===== src/rtl/cache_pkg.sv =====
// Package: shared controller state encoding for the associative cache.
// Assumes: nothing beyond standard SystemVerilog.
package cache_pkg;
    typedef enum logic [2:0] {
        ST_IDLE   = 3'd0,
        ST_LOOKUP = 3'd1,
        ST_WBACK  = 3'd2,
        ST_FILL   = 3'd3,
        ST_RESP   = 3'd4
    } ctrl_state_e;
endpackage


===== src/rtl/cache_tag_match.sv =====
// Module: cache_tag_match
// Compares one lookup tag against every stored tag in parallel and reports
// the hitting line. It also reports the lowest-numbered invalid line.
// Assumes: the controller never installs a tag that is already resident,
// so at most one line can match.
module cache_tag_match #(
    parameter int LINES = 8,
    parameter int TAG_W = 22,
    parameter int IDX_W = $clog2(LINES)
) (
    input  logic             clk,
    input  logic             rst_n,
    input  logic [TAG_W-1:0] look_tag,
    input  logic [TAG_W-1:0] line_tag [LINES],
    input  logic [LINES-1:0] line_vld,
    output logic             hit,
    output logic [IDX_W-1:0] hit_idx,
    output logic             has_free,
    output logic [IDX_W-1:0] free_idx
);
    logic [LINES-1:0] match;

    // One comparator per line, all evaluated in the same cycle.
    generate
        for (genvar g = 0; g < LINES; g++) begin : g_cmp
            assign match[g] = line_vld[g] && (line_tag[g] == look_tag);
        end
    endgenerate

    assign hit      = |match;
    assign has_free = ~&line_vld;

    // Encode the matching line into an index.
    always_comb begin
        hit_idx = '0;
        for (int i = 0; i < LINES; i++) begin
            if (match[i]) hit_idx = IDX_W'(i);
        end
    end

    // Select the lowest-numbered invalid line (scan downward so the lowest wins).
    always_comb begin
        free_idx = '0;
        for (int i = LINES - 1; i >= 0; i--) begin
            if (!line_vld[i]) free_idx = IDX_W'(i);
        end
    end

    // a tag is resident in at most one line.
    a_r3_single_hit: assert property (@(posedge clk) disable iff (!rst_n)
        $onehot0(match));
endmodule


===== src/rtl/cache_lru_order.sv =====
// Module: cache_lru_order
// Holds the recency list of line indices. Slot 0 is the most recently used
// and the last slot is the replacement victim. A touch moves the line to
// slot 0 and shifts the lines ahead of it down by one slot.
// Assumes: LINES >= 2 and touch_idx < LINES.
module cache_lru_order #(
    parameter int LINES = 8,
    parameter int IDX_W = $clog2(LINES)
) (
    input  logic             clk,
    input  logic             rst_n,
    input  logic             touch_en,
    input  logic [IDX_W-1:0] touch_idx,
    output logic [IDX_W-1:0] victim_idx
);
    logic [IDX_W-1:0] order [LINES];
    logic [IDX_W-1:0] pos;

    // Find the slot that currently holds the touched line.
    always_comb begin
        pos = IDX_W'(LINES - 1);
        for (int i = 0; i < LINES; i++) begin
            if (order[i] == touch_idx) pos = IDX_W'(i);
        end
    end

    // Move the touched line to the front and shift the younger slots down.
    always_ff @(posedge clk) begin
        if (!rst_n) begin
            for (int i = 0; i < LINES; i++) order[i] <= IDX_W'(i);
        end else if (touch_en) begin
            order[0] <= touch_idx;
            for (int i = 1; i < LINES; i++) begin
                if (IDX_W'(i) <= pos) order[i] <= order[i-1];
            end
        end
    end

    assign victim_idx = order[LINES-1];

    logic [LINES-1:0] seen;

    // Collect which line indices appear anywhere in the list.
    always_comb begin
        seen = '0;
        for (int i = 0; i < LINES; i++) seen = seen | (LINES'(1) << order[i]);
    end

    // the list always holds every line exactly once.
    a_r5_order_perm: assert property (@(posedge clk) disable iff (!rst_n)
        &seen);

    // a line just referenced is never the next victim.
    a_r5_touched_not_victim: assert property (@(posedge clk) disable iff (!rst_n)
        touch_en |=> (victim_idx != $past(touch_idx)));
endmodule


===== src/rtl/cache_line_store.sv =====
// Module: cache_line_store
// Storage for the cache lines: a valid bit, dirty bit, tag and data block
// per line. It has one byte-write port for store hits and one install port
// for fills.
// Assumes: the byte-write and install ports never target the same line in
// the same cycle.
module cache_line_store #(
    parameter int LINES = 8,
    parameter int TAG_W = 22,
    parameter int OFF_W = 2,
    parameter int BLK_W = 8 << OFF_W,
    parameter int IDX_W = $clog2(LINES)
) (
    input  logic             clk,
    input  logic             rst_n,
    input  logic             byte_we,
    input  logic [IDX_W-1:0] byte_idx,
    input  logic [OFF_W-1:0] byte_off,
    input  logic [7:0]       byte_val,
    input  logic             fill_we,
    input  logic [IDX_W-1:0] fill_idx,
    input  logic [TAG_W-1:0] fill_tag,
    input  logic [BLK_W-1:0] fill_data,
    input  logic             fill_dirty,
    output logic [TAG_W-1:0] line_tag  [LINES],
    output logic [BLK_W-1:0] line_data [LINES],
    output logic [LINES-1:0] line_vld,
    output logic [LINES-1:0] line_dirty
);
    // Valid and dirty bits: cleared by reset, set by installs and stores.
    always_ff @(posedge clk) begin
        if (!rst_n) begin
            line_vld   <= '0;
            line_dirty <= '0;
        end else begin
            if (fill_we) begin
                line_vld[fill_idx]   <= 1'b1;
                line_dirty[fill_idx] <= fill_dirty;
            end
            if (byte_we) line_dirty[byte_idx] <= 1'b1;
        end
    end

    // Tag and data payload: written by installs and byte stores, not reset.
    always_ff @(posedge clk) begin
        if (fill_we) begin
            line_tag[fill_idx]  <= fill_tag;
            line_data[fill_idx] <= fill_data;
        end
        if (byte_we) line_data[byte_idx][{byte_off, 3'b000} +: 8] <= byte_val;
    end

    // a stored byte leaves its line dirty.
    a_r4_store_marks_dirty: assert property (@(posedge clk) disable iff (!rst_n)
        byte_we |=> line_dirty[$past(byte_idx)]);

    // stores only land in resident lines.
    a_r4_store_valid_line: assert property (@(posedge clk) disable iff (!rst_n)
        byte_we |-> line_vld[byte_idx]);
endmodule


===== src/rtl/assoc_wb_cache.sv =====
// Module: assoc_wb_cache (top)
// Fully associative write-back byte cache. It serves one byte request at a
// time. Misses fill an invalid line first, otherwise the least recently
// used line. A dirty victim is written back before the fetch. Store misses
// allocate.
// Assumes: the memory never raises mem_rsp_valid unless a fetch has been
// accepted, and this cache is the only writer of its cached blocks.
module assoc_wb_cache
    import cache_pkg::*;
#(
    parameter  int ADDR_W = 24,
    parameter  int OFF_W  = 2,
    parameter  int LINES  = 8,
    localparam int TAG_W  = ADDR_W - OFF_W,
    localparam int BLK_W  = 8 << OFF_W,
    localparam int IDX_W  = $clog2(LINES)
) (
    input  logic              clk,
    input  logic              rst_n,
    input  logic              cpu_req_valid,
    output logic              cpu_req_ready,
    input  logic              cpu_req_we,
    input  logic [ADDR_W-1:0] cpu_req_addr,
    input  logic [7:0]        cpu_req_wdata,
    output logic              cpu_rsp_valid,
    output logic [7:0]        cpu_rsp_rdata,
    output logic              mem_req_valid,
    input  logic              mem_req_ready,
    output logic              mem_req_we,
    output logic [TAG_W-1:0]  mem_req_addr,
    output logic [BLK_W-1:0]  mem_req_wdata,
    input  logic              mem_rsp_valid,
    input  logic [BLK_W-1:0]  mem_rsp_rdata
);
    ctrl_state_e      state;
    logic             req_we;
    logic [TAG_W-1:0] req_tag;
    logic [OFF_W-1:0] req_off;
    logic [7:0]       req_wdata;
    logic [IDX_W-1:0] cur_line;
    logic             fill_sent;

    logic [TAG_W-1:0] line_tag  [LINES];
    logic [BLK_W-1:0] line_data [LINES];
    logic [LINES-1:0] line_vld;
    logic [LINES-1:0] line_dirty;

    logic             hit;
    logic [IDX_W-1:0] hit_idx;
    logic             has_free;
    logic [IDX_W-1:0] free_idx;
    logic [IDX_W-1:0] lru_idx;
    logic [IDX_W-1:0] victim;
    logic             byte_we;
    logic             fill_we;
    logic [BLK_W-1:0] fill_data;
    logic             touch_en;

    cache_tag_match #(.LINES(LINES), .TAG_W(TAG_W), .IDX_W(IDX_W)) u_match (
        .clk      (clk),
        .rst_n    (rst_n),
        .look_tag (req_tag),
        .line_tag (line_tag),
        .line_vld (line_vld),
        .hit      (hit),
        .hit_idx  (hit_idx),
        .has_free (has_free),
        .free_idx (free_idx)
    );

    cache_lru_order #(.LINES(LINES), .IDX_W(IDX_W)) u_lru (
        .clk        (clk),
        .rst_n      (rst_n),
        .touch_en   (touch_en),
        .touch_idx  (cur_line),
        .victim_idx (lru_idx)
    );

    cache_line_store #(.LINES(LINES), .TAG_W(TAG_W), .OFF_W(OFF_W),
                       .BLK_W(BLK_W), .IDX_W(IDX_W)) u_store (
        .clk        (clk),
        .rst_n      (rst_n),
        .byte_we    (byte_we),
        .byte_idx   (hit_idx),
        .byte_off   (req_off),
        .byte_val   (req_wdata),
        .fill_we    (fill_we),
        .fill_idx   (cur_line),
        .fill_tag   (req_tag),
        .fill_data  (fill_data),
        .fill_dirty (req_we),
        .line_tag   (line_tag),
        .line_data  (line_data),
        .line_vld   (line_vld),
        .line_dirty (line_dirty)
    );

    // Victim choice: an invalid line if one exists, else the LRU line.
    assign victim = has_free ? free_idx : lru_idx;

    // Store hit writes its byte during lookup; a fill installs on the memory response.
    assign byte_we  = (state == ST_LOOKUP) && hit && req_we;
    assign fill_we  = (state == ST_FILL) && fill_sent && mem_rsp_valid;
    assign touch_en = (state == ST_RESP);

    // Merge a pending store byte into the fetched block.
    always_comb begin
        fill_data = mem_rsp_rdata;
        if (req_we) fill_data[{req_off, 3'b000} +: 8] = req_wdata;
    end

    // Port outputs decoded from the controller state.
    assign cpu_req_ready = (state == ST_IDLE);
    assign cpu_rsp_valid = (state == ST_RESP);
    assign cpu_rsp_rdata = line_data[cur_line][{req_off, 3'b000} +: 8];
    assign mem_req_valid = (state == ST_WBACK) || ((state == ST_FILL) && !fill_sent);
    assign mem_req_we    = (state == ST_WBACK);
    assign mem_req_addr  = (state == ST_WBACK) ? line_tag[cur_line] : req_tag;
    assign mem_req_wdata = line_data[cur_line];

    // Controller sequence: idle, lookup, optional writeback, fill, respond.
    always_ff @(posedge clk) begin
        if (!rst_n) begin
            state     <= ST_IDLE;
            req_we    <= 1'b0;
            req_tag   <= '0;
            req_off   <= '0;
            req_wdata <= '0;
            cur_line  <= '0;
            fill_sent <= 1'b0;
        end else begin
            case (state)
                ST_IDLE: begin
                    if (cpu_req_valid) begin
                        req_we    <= cpu_req_we;
                        req_tag   <= cpu_req_addr[ADDR_W-1:OFF_W];
                        req_off   <= cpu_req_addr[OFF_W-1:0];
                        req_wdata <= cpu_req_wdata;
                        state     <= ST_LOOKUP;
                    end
                end
                ST_LOOKUP: begin
                    fill_sent <= 1'b0;
                    if (hit) begin
                        cur_line <= hit_idx;
                        state    <= ST_RESP;
                    end else begin
                        cur_line <= victim;
                        state    <= (line_vld[victim] && line_dirty[victim]) ? ST_WBACK : ST_FILL;
                    end
                end
                ST_WBACK: begin
                    if (mem_req_ready) state <= ST_FILL;
                end
                ST_FILL: begin
                    if (!fill_sent && mem_req_ready) fill_sent <= 1'b1;
                    if (fill_sent && mem_rsp_valid) state <= ST_RESP;
                end
                ST_RESP: state <= ST_IDLE;
                default: state <= ST_IDLE;
            endcase
        end
    end

    // a memory request holds its fields until accepted.
    a_r10_hold_req: assert property (@(posedge clk) disable iff (!rst_n)
        (mem_req_valid && !mem_req_ready) |=>
            (mem_req_valid && $stable(mem_req_we) && $stable(mem_req_addr)
             && $stable(mem_req_wdata)));

    // memory writes come only from a valid dirty line.
    a_r7_wb_only_dirty: assert property (@(posedge clk) disable iff (!rst_n)
        (mem_req_valid && mem_req_we) |-> (line_vld[cur_line] && line_dirty[cur_line]));

    // the cache is busy right after accepting a request.
    a_r11_busy_after_accept: assert property (@(posedge clk) disable iff (!rst_n)
        (cpu_req_valid && cpu_req_ready) |=> !cpu_req_ready);

    // a response is a single-cycle pulse followed by readiness.
    a_r11_rsp_pulse: assert property (@(posedge clk) disable iff (!rst_n)
        cpu_rsp_valid |=> (!cpu_rsp_valid && cpu_req_ready));

    // at a store response the line holds the requested block and is dirty.
    a_r8_store_resident_dirty: assert property (@(posedge clk) disable iff (!rst_n)
        (cpu_rsp_valid && req_we) |->
            (line_vld[cur_line] && line_dirty[cur_line] && line_tag[cur_line] == req_tag));
endmodule


===== config.mk =====
export PLATFORM = sky130hd
export DESIGN_NAME = assoc_wb_cache
export DESIGN_NICKNAME = d
export VERILOG_FILES = /design/src/rtl/cache_pkg.sv /design/src/rtl/cache_tag_match.sv /design/src/rtl/cache_lru_order.sv /design/src/rtl/cache_line_store.sv /design/src/rtl/assoc_wb_cache.sv
export SDC_FILE = /design/constraint.sdc
export NUM_CORES = 1
export LEC_CHECK = 0
export BUFFER_PORTS_ARGS = -buffer_cell sky130_fd_sc_hd__clkbuf_2
export CORE_AREA = 5 5 298 300
export CTS_BUF_LIST = sky130_fd_sc_hd__clkbuf_8 sky130_fd_sc_hd__clkbuf_16
export DETAILED_ROUTE_END_ITERATION = 12
export DIE_AREA = 0 0 303 305
export GPL_TIMING_DRIVEN = 0
export HOLD_SLACK_MARGIN = 0.02
export PLACE_DENSITY = 0.56
export SYNTH_ARGS = -nofsm -noshare
export SYNTH_HDL_FRONTEND = slang
export SYNTH_SLANG_ARGS = --single-unit

===== constraint.sdc =====
create_clock -name clk -period 8.55 [get_ports clk]
set_clock_uncertainty 0.1 [all_clocks]
set_input_delay 0.4275 -clock clk [delete_from_list [all_inputs] [get_ports clk]]
set_output_delay 0.4275 -clock clk [all_outputs]
set_load 0.01 [all_outputs]

==> flow_metrics.env <==
export IMPL_status="completed"
export IMPL_cp_common_cell="clkbuf_1"
export IMPL_vias=23940
export IMPL_powerDensity_nw_per_um2=200.7
export IMPL_syn_area_per_cell_um2=9.553
export IMPL_syn_to_final_growth_pct=17.41
export IMPL_grt_pass1_vias=22350
export IMPL_gr_total_overflow=0
export IMPL_crit_type="reg -> out"
export IMPL_worstMarginPinSlew_ns=1.479
export IMPL_cap_viol_max_count=0
export IMPL_cpMaxStageDelayCell="clkbuf_1"
export IMPL_hold_buffers=31
export IMPL_hpwl_um=84170
export IMPL_track_usage_pct=24.44
export IMPL_reg2regPathDepth=10
export IMPL_via_per_inst=5.839
export IMPL_clock_latency_ns=0.66
export IMPL_min_path_type="in -> reg"
export IMPL_hold_depth=4
export IMPL_nets=2972
export IMPL_layout_drive_gt1_share_pct=11.25
export IMPL_final_cell_count_no_fill=4099
export IMPL_numCtsBuffers=55
export IMPL_period_needed_ns=5.735
export IMPL_post_cts_buffers=0
export IMPL_core_um2=85940
export IMPL_drtIter0Drc=3109
export IMPL_syn_instance_count=2667
export IMPL_fill_cells=8870
export IMPL_antenna_found_initial=3
export IMPL_synthesis_area_um2=25480
export IMPL_cts_tree="yes"
export IMPL_grt_first_pass_wirelength_um=165800
export IMPL_first_pass_iters=6
export IMPL_postSynth_asyncResetShare_pct=0
export IMPL_register_area_um2=12250
export IMPL_yosysWarningCount=0
export IMPL_period_share_pct=67.08
export IMPL_crit_required_ns=8.02
export IMPL_synth_cell_type_count=70
export IMPL_die_h_um=305
export IMPL_multiInputGateArea_um2=12350
export IMPL_io_pins=136
export IMPL_chipWidth_um=303
export IMPL_grt_max_degree=28
export IMPL_rsz0062_at_grt="false"
export IMPL_cp_start_kind="flop"
export IMPL_ant_nets=0
export IMPL_drcViolationCount=0
export IMPL_core_rowCount=108
export IMPL_cts_resized=0
export IMPL_p_leak_nw=10.44
export IMPL_crit_path_end_kind="primary output"
export IMPL_synth_seq_area_share_pct=48.09
export IMPL_cts_sinks=512
export IMPL_clkTransAtPathRegs_ns=0.07
export IMPL_slew_headroom_pct=1.419
export IMPL_clockRootBuffer="clkbuf_16"
export IMPL_hold_viol=0
export IMPL_synth_ff_type="dfxtp_1"
export IMPL_fmax_mhz=174.4
export IMPL_finish_utilization_pct=34.81
export IMPL_place_inst=3964
export IMPL_final_max_slew_viol_count=0
export IMPL_h_tree_depth=2
export IMPL_dieArea_um2=92420
export IMPL_ir_drop_v=0.0001680
export IMPL_globalplace_congestion=1.018
export IMPL_start_util_pct=29.65
export IMPL_setup_viol=0
export IMPL_wirelength_um=118300
export IMPL_cts_path_max_buffers=3
export IMPL_synth_edf_count=200
export IMPL_tns_ns=0
export IMPL_routedWlPerCell_um=28.85
export IMPL_crit_arrival_ns=5.21
export IMPL_ys_ff_latch=512
export IMPL_cp_slowest_stage_delay_ns=0.84
export IMPL_cp_cell_sequence="clkbuf_1 > clkbuf_1 > clkbuf_1 > buf_1 > clkbuf_1 > o211ai_1 > a222oi_1 > a21oi_1 > clkbuf_2"
export IMPL_crit_path_max_fanout=10
export IMPL_io_buffers=134
export IMPL_syn_num_nets=2742
Yosys cell counts (all sizes together) (8+ instances only):
library cell  number  area share, %
nand3             19           0.37
nor4b              9           0.31
nor3              26           0.51
nor2             108            1.6
clkbuf           133            2.0
a21boi            40            1.2
nand2            429            6.4
xnor2             52            1.8
a22o               8           0.28
nand2b            15           0.37
nor4              47            1.3
dfxtp            312             25
o21a               8           0.24
mux2              19           0.84
a22oi            132            3.9
o21ai            276            5.4
inv               10           0.15
or3                9           0.22
and3              13           0.32
o211ai           201            5.9
xor2             151            5.2
mux4              12            1.1
and2              19           0.47
edfxtp           200             24
a221oi            17           0.58
buf               65            1.3
nand4             58            1.5
a21oi             85            1.7
mux2i             99            3.9
nor2b             17           0.42
layout by cell type (no fill, tap or decap), types with 15 or more instances in the layout:
| cell | n |
|---|---|
| nand3_1 | 19 |
| a21oi_1 | 84 |
| nor2b_1 | 17 |
| dlygate4sd3_1 | 31 |
| xor2_1 | 151 |
| a22oi_1 | 132 |
| nand2_1 | 425 |
| clkbuf_2 | 141 |
| nor4_1 | 44 |
| xnor2_1 | 52 |
| nand4_1 | 56 |
| a21boi_0 | 40 |
| buf_2 | 33 |
| nor2_1 | 108 |
| inv_1 | 21 |
| clkbuf_1 | 126 |
| o211ai_1 | 201 |
| buf_1 | 21 |
| and2_1 | 19 |
| nor3_1 | 25 |
| o21ai_0 | 269 |
| mux2i_1 | 99 |
| dfxtp_1 | 312 |
| a221oi_1 | 17 |
| edfxtp_1 | 200 |
| nand2b_1 | 15 |
| mux2_2 | 19 |
| clkbuf_16 | 55 |
cell type report:
type	instances	area share [%]
diodes	3	0.02510
plain buffers	198	2.840
clock buffers	68	5.199
clock inverters	33	0.9118
inverters	10	0.1255
multi-input cells	1947	41.30
flip-flops and latches	512	40.96
well taps	1155	4.831
repair buffers	173	3.814
worst paths after layout:
kind | start | to | slack, ns
setup reg to reg | req_tag[9] | u_store.line_data[70] | 3.69
hold reg to reg | u_store.line_dirty[4] | u_store.line_dirty[4] | 0.39
hold / removal | mem_rsp_valid | state[1] | 0.07
setup / recovery | cur_line[2] | mem_req_addr[14] | 2.81
routing by layer:
| layer | vias up | track usage (%) | share of wire, % |
|---|---|---|---|
| li1 | 10320 | - | - |
| met1 | 11720 | 33.26 | 40 |
| met2 | 1576 | 38.04 | 44 |
| met3 | 319 | 5.019 | 11 |
| met4 | 2 | 9.816 | 5.0 |
| met5 | - | 0 | 0.011 |
flip-flops by register name, indices dropped and copies added, names as in the netlist, 2 cells and up:
| name | count |
|---|---|
| cur_line | 3 |
| u_store.line_tag | 176 |
| req_off | 2 |
| u_lru.order | 24 |
| u_store.line_dirty | 8 |
| req_tag | 22 |
| u_store.line_vld | 8 |
| u_store.line_data | 256 |
| req_wdata | 8 |
| state | 3 |
worst max-delay path, delay by kind of cell (launching register included):
family	cells	cell delay, ns
buffers and inverters	6	3.33
AOI/OAI and AO/OA	3	0.89
DFF	1	0.31
through the flow:
stage / cell area [µm²] / hold WS [ns] / setup slack [ns] / total power (W)
floorplan: 25480 / 0.3574 / 5.377 / 0.003140
global placement: 27590 / 0.3730 / 2.366 / 0.003561
detailed placement: 27770 / 0.3775 / 3.657 / 0.003557
CTS: 29910 / 0.03902 / 2.952 / 0.005983
global route: 29910 / 0.07180 / 2.771 / 0.006150
finish: 29910 / 0.07370 / 2.815 / 0.006005
cells by family after synthesis:
kind of cell	after synthesis	synth area share, %
simple gates	805	15.00
compound gates	804	20.46
flops	512	48.09
buf+inv	208	3.442
xor+xnor	203	6.978
mux	130	5.790
fa+ha+maj	5	0.2455
power by group:
group          switching [W]  internal, W  leakage [nW]
sequential         0.0000500      0.00258          4.41
combinational       0.000631     0.000282          5.09
clock                0.00108      0.00138         0.943
total                0.00176      0.00424          10.4
(Power assumes the default switching activity.)
